==> src/rtl/dma_chan_seq.sv <==
module dma_chan_seq #(
  parameter int AW = 32,
  parameter int CW = 16
) (
  input  logic          clk,
  input  logic          rst_n,
  input  logic          start,
  input  logic [AW-1:0] src_base,
  input  logic [AW-1:0] dst_base,
  input  logic [1:0]    src_size,
  input  logic [1:0]    dst_size,
  input  logic          src_inc,
  input  logic          dst_inc,
  input  logic          circ,
  input  logic [CW-1:0] item_count,
  input  logic          ie_half,
  input  logic          ie_done,
  input  logic          ie_err,
  input  logic          clr_half,
  input  logic          clr_done,
  input  logic          clr_err,
  input  logic          ch_gnt,
  output logic          ch_req,
  output logic          mem_req,
  output logic          mem_we,
  output logic [AW-1:0] mem_addr,
  output logic [1:0]    mem_size,
  output logic [31:0]   mem_wdata,
  input  logic [31:0]   mem_rdata,
  input  logic          mem_done,
  input  logic          mem_err,
  output logic          ch_active,
  output logic [CW-1:0] cnt_left,
  output logic          flag_half,
  output logic          flag_done,
  output logic          flag_err,
  output logic          irq
);
  typedef enum logic [1:0] {S_IDLE, S_RD, S_WR} st_t;

  st_t           st;
  logic [AW-1:0] s_ptr, d_ptr, s_base_r, d_base_r;
  logic [1:0]    s_sz, d_sz;
  logic          s_inc, d_inc, circ_r;
  logic [CW-1:0] prog;
  logic [31:0]   data_r;

  function automatic logic is_aligned(input logic [1:0] a, input logic [1:0] sz);
    case (sz)
      2'b00:   return 1'b1;
      2'b01:   return ~a[0];
      2'b10:   return a == 2'b00;
      default: return 1'b0;
    endcase
  endfunction

  function automatic logic [31:0] lane_mask(input logic [1:0] sz);
    case (sz)
      2'b00:   return 32'h0000_00FF;
      2'b01:   return 32'h0000_FFFF;
      default: return 32'hFFFF_FFFF;
    endcase
  endfunction

  function automatic logic [AW-1:0] step(input logic on, input logic [1:0] sz);
    return on ? (AW'(1) << sz) : '0;
  endfunction

  logic          bad_cfg, start_try, start_go, cfg_err;
  logic          wr_ok, bus_err, set_half, set_done;
  logic [CW-1:0] next_cnt;

  assign bad_cfg   = !is_aligned(src_base[1:0], src_size) || !is_aligned(dst_base[1:0], dst_size);
  assign start_try = start && !ch_active;
  assign cfg_err   = start_try && bad_cfg;
  assign start_go  = start_try && !bad_cfg;

  assign mem_req   = st != S_IDLE;
  assign mem_we    = st == S_WR;
  assign mem_addr  = mem_we ? d_ptr : s_ptr;
  assign mem_size  = mem_we ? d_sz : s_sz;
  assign mem_wdata = data_r & lane_mask(d_sz);
  assign ch_req    = ch_active && st == S_IDLE && cnt_left != '0;

  assign next_cnt  = cnt_left - 1'b1;
  assign wr_ok     = st == S_WR && mem_done && !mem_err;
  assign bus_err   = mem_req && mem_done && mem_err;
  assign set_half  = wr_ok && next_cnt == (prog >> 1);
  assign set_done  = wr_ok && next_cnt == '0;

  assign irq = (flag_half & ie_half) | (flag_done & ie_done) | (flag_err & ie_err);

  always_ff @(posedge clk or negedge rst_n) begin
    if (!rst_n) begin
      flag_half <= 1'b0;
      flag_done <= 1'b0;
      flag_err  <= 1'b0;
    end else begin
      flag_half <= set_half | (flag_half & ~clr_half);
      flag_done <= set_done | (flag_done & ~clr_done);
      flag_err  <= bus_err | cfg_err | (flag_err & ~clr_err);
    end
  end

  always_ff @(posedge clk or negedge rst_n) begin
    if (!rst_n) begin
      st        <= S_IDLE;
      ch_active <= 1'b0;
      cnt_left  <= '0;
      prog      <= '0;
      s_ptr     <= '0;
      d_ptr     <= '0;
      s_base_r  <= '0;
      d_base_r  <= '0;
      s_sz      <= 2'b00;
      d_sz      <= 2'b00;
      s_inc     <= 1'b0;
      d_inc     <= 1'b0;
      circ_r    <= 1'b0;
      data_r    <= '0;
    end else begin
      if (start_go) begin
        ch_active <= item_count != '0;
        cnt_left  <= item_count;
        prog      <= item_count;
        s_ptr     <= src_base;
        d_ptr     <= dst_base;
        s_base_r  <= src_base;
        d_base_r  <= dst_base;
        s_sz      <= src_size;
        d_sz      <= dst_size;
        s_inc     <= src_inc;
        d_inc     <= dst_inc;
        circ_r    <= circ;
      end
      case (st)
        S_IDLE: if (ch_req && ch_gnt) st <= S_RD;
        S_RD: if (mem_done) begin
          if (mem_err) begin
            st        <= S_IDLE;
            ch_active <= 1'b0;
          end else begin
            data_r <= mem_rdata & lane_mask(s_sz);
            st     <= S_WR;
          end
        end
        S_WR: if (mem_done) begin
          st <= S_IDLE;
          if (mem_err) begin
            ch_active <= 1'b0;
          end else if (next_cnt == '0 && circ_r) begin
            cnt_left <= prog;
            s_ptr    <= s_base_r;
            d_ptr    <= d_base_r;
          end else begin
            cnt_left <= next_cnt;
            s_ptr    <= s_ptr + step(s_inc, s_sz);
            d_ptr    <= d_ptr + step(d_inc, d_sz);
            if (next_cnt == '0) ch_active <= 1'b0;
          end
        end
        default: st <= S_IDLE;
      endcase
    end
  end
endmodule

==> config.mk <==
export PLATFORM = sky130hd
export DESIGN_NAME = dma_chan_seq
export DESIGN_NICKNAME = d
export VERILOG_FILES = /design/src/rtl/dma_chan_seq.sv
export SDC_FILE = /design/constraint.sdc
export NUM_CORES = 1
export LEC_CHECK = 0
export BUFFER_PORTS_ARGS = -buffer_cell sky130_fd_sc_hd__buf_2
export CAP_MARGIN = 20
export CORE_MARGIN = 5
export CORE_UTILIZATION = 45
export CTS_CLUSTER_SIZE = 16
export DETAILED_ROUTE_END_ITERATION = 8
export PLACE_DENSITY = 0.67
export SYNTH_ARGS = -nofsm -noshare
export SYNTH_HDL_FRONTEND = slang
export SYNTH_SLANG_ARGS = --single-unit
export TNS_END_PERCENT = 1
==> constraint.sdc <==
create_clock -name clk -period 3.5 [get_ports clk]
set_input_delay 0.35 -clock clk [delete_from_list [all_inputs] [get_ports clk]]
set_output_delay 0.35 -clock clk [all_outputs]
set_load 0.1 [all_outputs]
==> results of run 1 <==
==> registers in the layout, indices dropped and copies added, names as in the netlist, 16 cells and up <==
signal	cells
s_ptr	32
d_ptr	32
data_r	32
cnt_left	16
d_base_r	32
prog	16
s_base_r	32
==> what timing repair did <==
item / CTS / global route
setup buffers: 0 / 0
hold buffers: 2 / 0
setup endpoints to repair: 0 / 2
resized for setup: 0 / 1
endpoints found under the hold margin: 92 / 0
==> per-stage QoR <==
stage	total power, W	cell area (um2)
finish	0.0154	14700
floorplan	0.0110	12400
global placement	0.0127	13900
global route	0.0163	14700
CTS	0.0154	14700
detailed placement	0.0128	13900
==> power by group <==
group	switching (W)	internal [W]	total, W
sequential	0.00112	0.00342	0.00454
clock	0.00100	0.00160	0.00261
combinational	0.00605	0.00221	0.00826
total	0.00817	0.00724	0.0154
==> placed cells by master (no fill, tap or decap), drive strengths merged, types with 4 or more instances in the layout <==
master / netlist / layout
xnor2: 46 / 46
a22oi: 4 / 4
or2: 10 / 10
nor2b: 9 / 9
a31oi: 9 / 9
buf: 38 / 258
dfrtp: 205 / 205
o31ai: 5 / 5
o211ai: 32 / 32
or4: 7 / 7
a21o: 6 / 6
nand2: 392 / 392
and2: 18 / 18
and4: 9 / 9
o21ai: 48 / 48
xor2: 36 / 36
o311a: 25 / 25
nor2: 36 / 36
and3: 56 / 56
nand2b: 10 / 10
nor3: 63 / 63
inv: 34 / 34
clkbuf: 88 / 36
nand4: 17 / 17
nor4: 75 / 75
mux2: 39 / 39
ha: 13 / 13
a21oi: 12 / 12
nand3: 42 / 42
a211oi: 45 / 45
or3: 11 / 11
==> kinds of logic (layout without fill, tap and decap cells) <==
logic type / count (synthesis) / count (layout) / synth area share [%]
and+or+nand+nor: 766 / 766 / 29.5
AOI/OAI and AO/OA: 216 / 216 / 12.6
DFF: 205 / 205 / 41.3
buffers and inverters: 160 / 336 / 5.28
xor gates and xnor gates: 83 / 83 / 6.02
muxes: 40 / 40 / 3.61
adders and majority gates: 15 / 15 / 1.63
==> path summary, 6_finish.rpt <==
| kind | slack [ns] | to | from | cells past startpoint |
|---|---|---|---|---|
| setup / recovery | 0.18 | ch_req | cnt_left[1]$_DFF_PN0_ | 8 |
| hold / removal | 0.04 | flag_half$_DFF_PN0_ | clr_half | 2 |
| setup reg to reg | 0.34 | s_ptr[30]$_DFF_PN0_ | s_sz[0]$_DFFE_PN0N_ | 12 |
| hold reg to reg | 0.47 | data_r[9]$_DFFE_PN0P_ | data_r[9]$_DFFE_PN0P_ | 2 |
| max in group asynchronous | 2.18 | d_ptr[15]$_DFF_PN0_ | rst_n | 3 |
| min in group asynchronous | 0.49 | prog[11]$_DFFE_PN0N_ | rst_n | 2 |
==> routing by layer <==
layer / vias to the layer above / part of all wire, % / GRT usage (%)
met5: - / 0.021 / 0
met4: 2 / 3.1 / 7.67
met3: 63 / 8.0 / 3.58
met2: 474 / 44 / 38.3
met1: 5616 / 44 / 35.0
li1: 5558 / - / -
==> area by class of cell <==
| class | instances | area share [%] |
|---|---|---|
| inverter | 34 | 0.866 |
| multi-input combinational | 1120 | 45.3 |
| sequential | 205 | 34.8 |
| clock inverter | 6 | 0.730 |
| timing repair buffer | 261 | 10.3 |
| tap | 372 | 3.16 |
| clock buffer | 35 | 4.77 |
==> impl_metrics.ini, run 1 <==
[run_status]
status = finished, final reports clean

[global_route]
grt_pass1_vias = 11613
antenna_found_initial = 1
grt_pass1_wl_mm = 62.6
track_usage_pct = 24.4
grt_overflow = 0
grt_max_degree = 171

[clock_network]
cts_buffers = 24
cts_max_path_buffers = 3
clock_sinks = 205
h-tree-depth = 1
cts_root_buf = clkbuf_16
clk_pin_slew_ns = 0.06
tritoncts = done
insertion_delay_ns = 0.52

[synthesis]
synth_edf_count = 0
synth_seq_cells = 205
yosysTopAreaCellShare_pct = 41.3
yosys.area.top_type = dfrtp_1
ys_seq_area_share_pct = 41.3
yosysMostFrequentCell = nand2_1
ys_top_cells_by_area = dfrtp_1 (41%), nand2_1 (12%), nor4_1 (3.8%), mux2_2 (3.5%), xnor2_1 (3.2%)
async_flop_share_pct = 100
synth_nets = 1631
yosysUniqueCellTypes = 70
syn_inst = 1485
yosys_warnings = 0
synth.top_cells.by_count = nand2_1 (392), dfrtp_1 (205), clkbuf_1 (88)
ys.flop_type = dfrtp_1
synth.avg_cell_area_um2 = 8.37
synth_area_mm2 = 0.0124

[timing]
max_freq_mhz = 301
finalHoldViolCount = 0
worst_slack_ns = 0.183
timing.hold.ws_ns = 0.0390
setup_tns_ns = 0
drv_slew = 0
setup_viol = 0
rsz0062_at_grt = no
finalClockSkew_ns = 0.00884
period_needed_ns = 3.32
worst_slew_pin_slew_ns = 0.856
max_slew_margin_pct = 43.0
min_period_over_period_pct = 94.8

[detailed_routing]
first_pass_iters = 7
wl_per_cell_um = 19.1
drt-initial-drc-count = 1147
drc = 0
antenna_left = 0
viasPerCell = 5.76
wirelength_mm = 38.9
vias = 11713

[layout]
fillers = 2555
antenna-diode-count = 0
nets = 1792
multi_input_area_mm2 = 0.00668
syn_to_final_growth_pct = 18.6
layoutNonFillerInstCount = 2033
drive_gt1_share_pct = 21.4
final_core_util_pct = 54.4
ff_latch_area_mm2 = 0.00513

[pwr]
ir_drop_uv = 1110
power_density_mw_per_mm2 = 1050
p_leak_nw = 6.95

[floorplan]
die_h_um = 176
die_w_um = 176
pin_count = 221
core_area_mm2 = 0.0271
start_util_pct = 45.8
rows = 60
die-area_mm2 = 0.0310

[place]
gp_congestion = 0.951
dp_cells = 1990
dpl.hpwl_mm = 26.6
port_buffers = 220
dpl_worst_slack_ns = 0.366

[min_path]
holdCritPathClass = primary input to flip-flop

[setup_path]
crit_chain = inv_1 > ha_1 > or3b_4 > or2_2 > o41ai_1 > buf_4 > nor2_1 > buf_2
required_ns = 3.15
cp_slowest_cell = or3b_4
critPathCaptureType = output pin
crit_fanout = 12
cp_top_family = simple AND/OR/NAND/NOR gates
arrival_ns = 2.97
max_stage_delay_ns = 0.47
critical_path_class = flip-flop to output pin
critPathLaunchType = flip-flop
crit_buf_inv = 3

[flow_run]
maxCapViolations = 0
No activity file was read; power rests on OpenSTA's default activity.
==> run 2, diff against run 1 <==
clock period = 3.45 ns   (was 3.5 ns; I/O delays follow)
==> impl_metrics.ini, run 2 (synthesis gave the netlist of run 1 again) <==
[clock_network]
insertion_delay_ns = 0.53
clock_sinks = 205
clk_pin_slew_ns = 0.06
cts_root_buf = clkbuf_16
cts_max_path_buffers = 3
cts_buffers = 24
tritoncts = done
h-tree-depth = 1

[flow_run]
maxCapViolations = 0

[detailed_routing]
wirelength_mm = 38.8
drc = 0
viasPerCell = 5.74
wl_per_cell_um = 19.1
antenna_left = 0
vias = 11678
drt-initial-drc-count = 959
first_pass_iters = 5

[setup_path]
cp-startpoint = cnt_left[1]$_DFF_PN0_
crit_path_end = ch_req
max_stage_delay_ns = 0.47
required_ns = 3.11
critical_path_class = flip-flop to output pin
critPathCaptureType = output pin
cp_top_family = simple AND/OR/NAND/NOR gates
cp_slowest_cell = or3b_4
arrival_ns = 2.95
r2r-start = cnt_left[1]$_DFF_PN0_
critPathLaunchType = flip-flop
r2r_cells = 9
reg2reg_slack_ns = 0.32
crit_fanout = 12
crit_chain = inv_1 > ha_1 > or3b_4 > or2_2 > o41ai_2 > buf_4 > nor2_1 > buf_2
r2r-end = d_ptr[4]$_DFF_PN0_
worstSetupPathDepth = 8
crit_buf_inv = 3

[global_route]
grt_max_degree = 172
grt_pass1_vias = 11459
antenna_found_initial = 1
grt_overflow = 0
grt_pass1_wl_mm = 62.5
track_usage_pct = 24.4

[layout]
ff_latch_area_mm2 = 0.00513
final_common_cell = nand2_1
multi_input_area_mm2 = 0.00669
drive_gt1_share_pct = 21.5
antenna-diode-count = 0
nets = 1791
fillers = 2558
syn_to_final_growth_pct = 18.4
final_cell_mix = nand2_1 (392), buf_2 (219), dfrtp_1 (205), nor4_1 (75), nor3_1 (60)

[timing]
finalClockSkew_ns = 0.0217
drv_slew = 0
worst_slew_pin_slew_ns = 0.787
period_needed_ns = 3.29
setup_tns_ns = 0
max_freq_mhz = 304
min_period_over_period_pct = 95.4
worst_slack_ns = 0.158
setup_viol = 0
rsz0062_at_grt = no
finalHoldViolCount = 0
max_slew_margin_pct = 47.5

[floorplan]
die-area_mm2 = 0.0310
pin_count = 221
rows = 60
start_util_pct = 45.8
die_h_um = 176
core_area_mm2 = 0.0271
die_w_um = 176

[pwr]
ir_drop_uv = 1210
p_leak_nw = 6.94
power_density_mw_per_mm2 = 1060

[place]
dpl.hpwl_mm = 26.3
gp_congestion = 0.917
port_buffers = 220
dpl_worst_slack_ns = 0.204

[min_path]
holdCritPathClass = primary input to flip-flop

[run_status]
status = finished, final reports clean
[run 2: changes by cell type in the layout (fill, tap and decap cells not counted)]
| cell | before | now |
|---|---|---|
| clkbuf_1 | 6 | 7 |
| clkinvlp_4 | 1 | 0 |
| clkbuf_8 | 5 | 6 |
| buf_12 | 8 | 7 |
| o41ai_2 | 0 | 1 |
| o41ai_1 | 1 | 0 |
| clkinv_2 | 2 | 4 |
| bufinv_16 | 3 | 2 |
[run 2: what timing repair did]
item                                    4_1_cts  5_1_grt
gates resized for setup                       1        1
setup buffers                                 0        0
endpoints found under the hold margin        89        0
pin swaps                                     0        0
endpoints found under the setup margin        1        1
hold buffers                                  2        0
[run 2: layout make-up]
class | count | share of cell area [%]
repair buffers | 260 | 10.2
multi-input cells | 1120 | 45.5
flip-flops and latches | 205 | 34.9
well taps | 372 | 3.16
clock inverters | 6 | 0.544
clock buffers | 37 | 4.90
inverters | 34 | 0.867
[run 2: report_power, final]
part / total (W) / internal, W / leakage, nW / switching (W)
Clock: 0.00261 / 0.00158 / 0.396 / 0.00104
Combinational: 0.00839 / 0.00224 / 3.97 / 0.00614
Sequential: 0.00461 / 0.00347 / 2.57 / 0.00114
[run 2: worst min-delay path: stages]
cell and delay [ns]:
buf_2 0.07, nand2_1 0.05, nand2_1 0.05
[run 2: worst min-delay path by stage]
stage                        startpoint                  endpoint  slack, ns  depth (start not counted)
6_report                   dst_base[31]  d_base_r[31]$_DFFE_PN0N_       0.03                          3
5_1_grt                    dst_base[20]  d_base_r[20]$_DFFE_PN0N_       0.03                          3
4_1_cts                        clr_half       flag_half$_DFF_PN0_       0.01                          2
3_3_place_gp      data_r[9]$_DFFE_PN0P_     data_r[9]$_DFFE_PN0P_       0.46                          2
3_5_place_dp   d_base_r[17]$_DFFE_PN0N_  d_base_r[17]$_DFFE_PN0N_       0.46                          2
2_1_floorplan                     rst_n       ch_active$_DFF_PN0_       0.05                          0
[run 2: per-layer routing]
layer | up-vias | track usage [%] | part of all wire, %
met5 | - | 0 | 0.033
met4 | 2 | 8.09 | 3.2
met3 | 76 | 4.93 | 8.1
met2 | 452 | 36.8 | 44
met1 | 5591 | 35.3 | 45
li1 | 5557 | - | -
[run 2: through the flow]
step                hold slack (ns)  area, um2  power, W  std cells  util [%]
global route                 0.0350      14700    0.0165       2034      54.3
global placement              0.456      13900    0.0128       1989      51.2
detailed placement            0.462      13900    0.0130       1989      51.2
finish                       0.0325      14700    0.0156       2034      54.3
CTS                          0.0145      14700    0.0157       2034      54.3
floorplan                    0.0494      12400    0.0111       1485         -
